--- src/rtl/xwr_pkg.sv ---
package xwr_pkg;
   // Smallest divider setting accepted when the channel frames asynchronously.
   localparam int unsigned UART_MIN_DIV = 2;
   // Byte lanes on the bus side.
   localparam int unsigned LANE_W = 8;

   // Lane count for a word of the given width.
   function automatic int unsigned lanes_for(input int unsigned w);
      return (w + LANE_W - 1) / LANE_W;
   endfunction
endpackage

--- src/rtl/xwr_store.sv ---
module xwr_store
   import xwr_pkg::*;
#(
   parameter int unsigned DATA_W = 9,
   parameter int unsigned DIV_W  = 7,
   localparam int unsigned WORD_W = DATA_W + DIV_W,
   localparam int unsigned NBE    = lanes_for(WORD_W)
) (
   input  logic              clk,
   input  logic              rst_n,
   input  logic              chan_en,
   input  logic              bus_wr,
   input  logic [NBE-1:0]    bus_be,
   input  logic [WORD_W-1:0] bus_wdata,
   input  logic              rx_load,
   input  logic [DATA_W-1:0] rx_data,
   output logic [DATA_W-1:0] data_q,
   output logic [DIV_W-1:0]  div_q
);
   logic [WORD_W-1:0] bit_we;
   logic [WORD_W-1:0] word_q;
   logic [WORD_W-1:0] word_d;
   logic              low_only;

   // Spread lane enables to bit enables.
   for (genvar b = 0; b < WORD_W; b++) begin : g_bit_we
      assign bit_we[b] = bus_be[b / LANE_W];
   end

   assign low_only = bus_be[0] && (bus_be[NBE-1:1] == '0);

   always_comb begin
      word_d = word_q;
      if (bus_wr) begin
         for (int i = 0; i < WORD_W; i++) begin
            if (bit_we[i] && (!chan_en || (i < DATA_W)))
               word_d[i] = bus_wdata[i];
         end
         // Stopped lowest-lane-only write wipes the divider field.
         if (!chan_en && low_only) begin
            for (int i = DATA_W; i < WORD_W; i++) begin
               if (!bit_we[i])
                  word_d[i] = 1'b0;
            end
         end
      end
      // Receive load wins over any bus write on the data field.
      if (rx_load)
         word_d[DATA_W-1:0] = rx_data;
   end

   always_ff @(posedge clk or negedge rst_n) begin
      if (!rst_n) word_q <= '0;
      else        word_q <= word_d;
   end

   assign data_q = word_q[DATA_W-1:0];
   assign div_q  = word_q[WORD_W-1:DATA_W];
endmodule

--- src/rtl/xwr_divider.sv ---
module xwr_divider #(
   parameter int unsigned DIV_W = 7,
   localparam int unsigned CNT_W = DIV_W + 1
) (
   input  logic             clk,
   input  logic             rst_n,
   input  logic             run,
   input  logic [DIV_W-1:0] div_n,
   output logic             tick
);
   logic [CNT_W-1:0] cnt_q;
   logic [CNT_W-1:0] last;

   // Period 2*(N+1) means terminal count 2N+1.
   assign last = {div_n, 1'b1};

   always_ff @(posedge clk or negedge rst_n) begin
      if (!rst_n)              cnt_q <= '0;
      else if (!run)           cnt_q <= '0;
      else if (cnt_q >= last)  cnt_q <= '0;
      else                     cnt_q <= cnt_q + 1'b1;
   end

   assign tick = run && (cnt_q == last);
endmodule

--- src/rtl/xwr_edge_sync.sv ---
module xwr_edge_sync #(
   parameter int unsigned STAGES = 2
) (
   input  logic clk,
   input  logic rst_n,
   input  logic async_in,
   output logic rise
);
   logic [STAGES:0] sh_q;

   always_ff @(posedge clk or negedge rst_n) begin
      if (!rst_n) sh_q[0] <= 1'b0;
      else        sh_q[0] <= async_in;
   end

   for (genvar s = 1; s <= STAGES; s++) begin : g_stage
      always_ff @(posedge clk or negedge rst_n) begin
         if (!rst_n) sh_q[s] <= 1'b0;
         else        sh_q[s] <= sh_q[s-1];
      end
   end

   assign rise = sh_q[STAGES-1] && !sh_q[STAGES];
endmodule

--- src/rtl/xfer_word_reg.sv ---
module xfer_word_reg
   import xwr_pkg::*;
#(
   parameter int unsigned DATA_W      = 9,
   parameter int unsigned DIV_W       = 7,
   parameter int unsigned SYNC_STAGES = 2,
   localparam int unsigned WORD_W = DATA_W + DIV_W,
   localparam int unsigned NBE    = lanes_for(WORD_W)
) (
   input  logic              clk,
   input  logic              rst_n,
   input  logic              bus_wr,
   input  logic [NBE-1:0]    bus_be,
   input  logic [WORD_W-1:0] bus_wdata,
   output logic [WORD_W-1:0] bus_rdata,
   input  logic              chan_en,
   input  logic              ext_clk_sel,
   input  logic              uart_mode,
   input  logic              ext_sclk,
   input  logic              rx_load,
   input  logic [DATA_W-1:0] rx_data,
   output logic [DATA_W-1:0] tx_data,
   output logic              xfer_tick,
   output logic              cfg_err
);
   localparam logic [DIV_W-1:0] MIN_DIV = DIV_W'(UART_MIN_DIV);

   // Elaboration-time parameter checks.
   if (DATA_W <= LANE_W) begin : g_bad_data
      $error("DATA_W must exceed one byte lane");
   end
   if (DIV_W < 2) begin : g_bad_div
      $error("DIV_W must be at least 2");
   end
   if (SYNC_STAGES < 2) begin : g_bad_sync
      $error("SYNC_STAGES must be at least 2");
   end

   logic [DATA_W-1:0] data_q;
   logic [DIV_W-1:0]  div_q;
   logic              div_tick;
   logic              ext_rise;

   xwr_store #(.DATA_W(DATA_W), .DIV_W(DIV_W)) u_store (
      .clk       (clk),
      .rst_n     (rst_n),
      .chan_en   (chan_en),
      .bus_wr    (bus_wr),
      .bus_be    (bus_be),
      .bus_wdata (bus_wdata),
      .rx_load   (rx_load),
      .rx_data   (rx_data),
      .data_q    (data_q),
      .div_q     (div_q)
   );

   xwr_divider #(.DIV_W(DIV_W)) u_div (
      .clk   (clk),
      .rst_n (rst_n),
      .run   (chan_en && !ext_clk_sel),
      .div_n (div_q),
      .tick  (div_tick)
   );

   xwr_edge_sync #(.STAGES(SYNC_STAGES)) u_sync (
      .clk      (clk),
      .rst_n    (rst_n),
      .async_in (ext_sclk),
      .rise     (ext_rise)
   );

   assign bus_rdata = {(chan_en ? '0 : div_q), data_q};
   assign tx_data   = data_q;
   assign xfer_tick = ext_clk_sel ? (chan_en && ext_rise) : div_tick;
   assign cfg_err   = chan_en && uart_mode && !ext_clk_sel && (div_q < MIN_DIV);
endmodule

--- config.mk ---
export PLATFORM = sky130hd
export DESIGN_NAME = xfer_word_reg
export DESIGN_NICKNAME = d
export VERILOG_FILES = /design/src/rtl/xwr_pkg.sv /design/src/rtl/xwr_store.sv /design/src/rtl/xwr_divider.sv /design/src/rtl/xwr_edge_sync.sv /design/src/rtl/xfer_word_reg.sv
export SDC_FILE = /design/constraint.sdc
export NUM_CORES = 1
export LEC_CHECK = 0
export ABC_AREA = 1
export BUFFER_PORTS_ARGS = -buffer_cell sky130_fd_sc_hd__buf_4
export CORE_MARGIN = 2
export CORE_UTILIZATION = 44
export DETAILED_ROUTE_END_ITERATION = 16
export GPL_TIMING_DRIVEN = 0
export PLACE_DENSITY = 0.78
export SYNTH_ARGS = -nofsm -noshare
export SYNTH_HDL_FRONTEND = slang
export SYNTH_SLANG_ARGS = --single-unit
--- constraint.sdc ---
create_clock -name clk -period 1.3 [get_ports clk]
set_input_delay 0.065 -clock clk [delete_from_list [all_inputs] [get_ports clk]]
set_output_delay 0.065 -clock clk [all_outputs]
set_load 0.005 [all_outputs]
==> flow_metrics.py <==
metrics = {
    "pwr": {
        "p_per_area_nw_per_um2": 823,
        "report.power.total_w": 0.00225,
        "leakage_nw": 1.32,
        "peakVddDrop_mv": 0.533,
    },
    "run": {
        "maxCapViolations": 0,
    },
    "cts": {
        "clock_tree_from_tritoncts": "yes",
        "cts.path.max_buffers": 2,
        "cts_root_buffer": "clkbuf_4",
        "clock_input_transition_at_the_sequential_cells_of_the_worst_setup_and_hold_paths_ps": 160,
        "numClockSinks": 27,
        "cts_inserted_buffers": 3,
        "worstSkewPairLatency_ps": 340,
        "htree_num_levels": 1,
    },
    "die": {
        "boundaryPins": 62,
        "design.core.area_um2": 3420,
        "start_util": 0.467,
        "die_width_um": 64.2,
        "design.die.area_um2": 4120,
        "die_height_um": 64.2,
        "placement_rows": 21,
    },
    "timing": {
        "slew_headroom": 0.701,
        "rsz0062_at_grt": "yes",
        "finalWorstPathRequiredPeriod_ps": 1700,
        "worst_slew_pin_slew_ps": 448,
        "final_min_period_over_clock_period": 1.31,
        "final-setup-viol-count": 10,
        "fmaxAchievable_ghz": 0.587,
        "timing.final.max_slew_violations": 0,
        "number_of_hold_slack_violations_in_the_final_timing_report": 0,
        "fin_worst_skew_ps": 10.1,
        "final.setup.worst_slack_ps": -404,
    },
    "worst_setup_path": {
        "crit-reg2reg-launch": "u_store.word_q[15]",
        "worstSetupStartpointType": "register",
        "rr_worst_depth": 8,
        "critPathMaxFanout": 2,
        "worst_r2r_endpoint": "u_div.cnt_q[0]",
        "worst-setup-path-type": "reg -> out",
        "worst_path_slowest_cell": "dfrtp_1",
        "critical_path.n_buffers_inverters": 1,
        "required_ps": 1240,
        "worst_ep_arrival_time_ps": 1640,
        "rrSetupSlack_ps": -230,
        "worst_setup_path_end_kind": "output port",
        "crit_chain": "ha_4, nand2_4, nor2_4, nand4_1, o22ai_2, buf_4",
        "cpLargestDelayFamily": "flip-flops",
        "critical-path-max-stage-delay_ps": 450,
    },
    "synth": {
        "netlist-cell-type-count": 27,
        "synth.cell_area_um2": 1590,
        "mappedNetlistNets": 227,
        "synth.ff_latch_count": 27,
        "syn_avg_cell_area_um2": 8.66,
        "ys_seq_area_frac": 0.424,
        "postSynthCellCount": 184,
        "yosysWarnings": 0,
    },
    "layout": {
        "layout_overhead_on_the_synthesized_area_pct": 71.7,
        "fin_nets": 343,
        "num_antenna_cells": 0,
        "layout_common_cells": "91 x buf_4, 36 x nand2_1, 29 x dlygate4sd3_1, 27 x nor2_1, 26 x dfrtp_1",
        "layout_commonest_cell": "buf_4",
        "final_layout_size_suffix_gt1_frac": 0.482,
    },
    "detailed_routing": {
        "drcViolationCount": 0,
        "route.vias.total": 1722,
        "wl_per_cell_um": 14.4,
        "routed_wl_um": 4970,
        "drt-pass1-iter-count": 4,
        "vias_per_cell": 4.99,
        "initial_drc_count": 50,
        "route.antenna.remaining_nets": 0,
    },
    "global_route": {
        "grt_first_pass_wirelength_um": 7550,
        "globalRouteOverflowTotal": 0,
        "grtUsageTotal": 0.233,
        "first_global_vias": 1668,
        "grt_max_degree": 28,
        "antenna_found_initial": 0,
    },
    "min_path": {
        "holdCritPathClass": "in -> reg",
        "whs_path_depth": 3,
        "hold_path_end": "u_store.word_q[14]",
        "min_from": "bus_wdata[14]",
    },
    "outcome": {
        "failed_checks": "setup timing",
        "outcome": "complete, but fails checks",
    },
    "place": {
        "detailedPlace.worstSlack_ps": -268,
        "dp_hpwl_um": 2640,
        "gpl.final_weighted_congestion": 0.808,
        "port_buffers": 59,
    },
}
[logic make-up (layout without fill, tap and decap cells)]
family,count (synthesis),after routing,synth area share
adder cells (fa/ha/maj),8,8,0.0628
buffers and inverters,32,147,0.122
AND/OR/NAND/NOR,92,92,0.260
XOR/XNOR,5,5,0.0275
flip-flops,27,27,0.424
AO/OA/AOI/OAI,20,20,0.104
[through the flow]
step | area [µm²] | hold WS [ps] | utilization | instances | TNS [ps]
5_1_grt | 2740 | 20.5 | 0.801 | 345 | -3050
2_1_floorplan | 1590 | -231 | - | 184 | 0
3_5_place_dp | 2090 | 3.12 | 0.613 | 289 | -1930
4_1_cts | 2560 | 2.79 | 0.751 | 329 | -2040
3_3_place_gp | 2090 | -4.32 | 0.613 | 289 | -1390
6_report | 2740 | 21.6 | 0.801 | 345 | -2120
[state kept, by name, summed over array words and instances (netlist names)]
name            cells
u_div.cnt_q         8
u_store.word_q     16
u_sync.sh_q         3
[layer usage]
metal	global-route usage	vias up	routed length [µm]
li1	-	816	-
met1	0.245	825	1790
met2	0.452	68	2780
met3	0.0458	13	274
met4	0.0878	0	125
met5	0	-	0
[timing repair]
item,CTS,global route
hold buffers,27,2
buffers inserted,10,15
endpoints found under the hold margin,42,2
endpoints found under the setup margin,10,13
resized for setup,23,12
pin swaps,7,8
[cell type report]
class	instances	area, µm²
repair buffers	111	906
multi-input cells	125	873
fillers	219	679
flip-flops and latches	27	677
plain buffers	14	128
inverters	18	67.6
well taps	46	57.6
clock buffers	3	22.5
clock inverters	1	5.00
[worst min-delay path, delay by kind of cell]
| family | cells | cell delay (ps) |
|---|---|---|
| AO/OA/AOI/OAI | 1 | 130 |
| buffers and inverters | 1 | 90 |
| AND/OR/NAND/NOR | 1 | 50 |
[Yosys cell counts]
library cell,count,area (µm²)
o21ai_0,1,5.00
and2_1,1,6.26
dfrtp_1,27,676
o22ai_1,1,6.26
buf_6,4,45.0
a21oi_1,2,10.0
a31oi_1,9,56.3
nand2_2,1,6.26
nor3_4,1,16.3
a211oi_2,7,87.6
nand3_2,1,10.0
nor2_2,3,18.8
xor2_1,3,26.3
buf_4,9,67.6
nor3_1,2,10.0
xnor2_1,2,17.5
inv_1,16,60.1
clkinv_1,1,3.75
nor2_1,33,124
ha_1,8,100
nand3_1,7,35.0
buf_8,1,15.0
nand4_1,2,12.5
nand2_1,39,146
inv_2,1,3.75
nand2_4,1,11.3
nand3_4,1,17.5
[worst max path at each step]
stage | from | slack (ps) | cells after the start | endpoint
after floorplan | u_store.word_q[11] | 4 | 7 | u_div.cnt_q[0]
after global placement | u_store.word_q[15] | -200 | 7 | xfer_tick
after detailed placement | u_store.word_q[15] | -270 | 7 | xfer_tick
after CTS | u_div.cnt_q[5] | -420 | 6 | xfer_tick
after global routing | u_store.word_q[12] | -480 | 7 | xfer_tick
final | u_div.cnt_q[7] | -400 | 6 | xfer_tick
[where the power goes]
part	switching (W)	total, W	internal, W
Combinational	0.000384	0.000899	0.000515
Sequential	0.0000506	0.000969	0.000919
Clock	0.000268	0.000384	0.000116
Note: power is estimated with default switching activity, not from simulation.
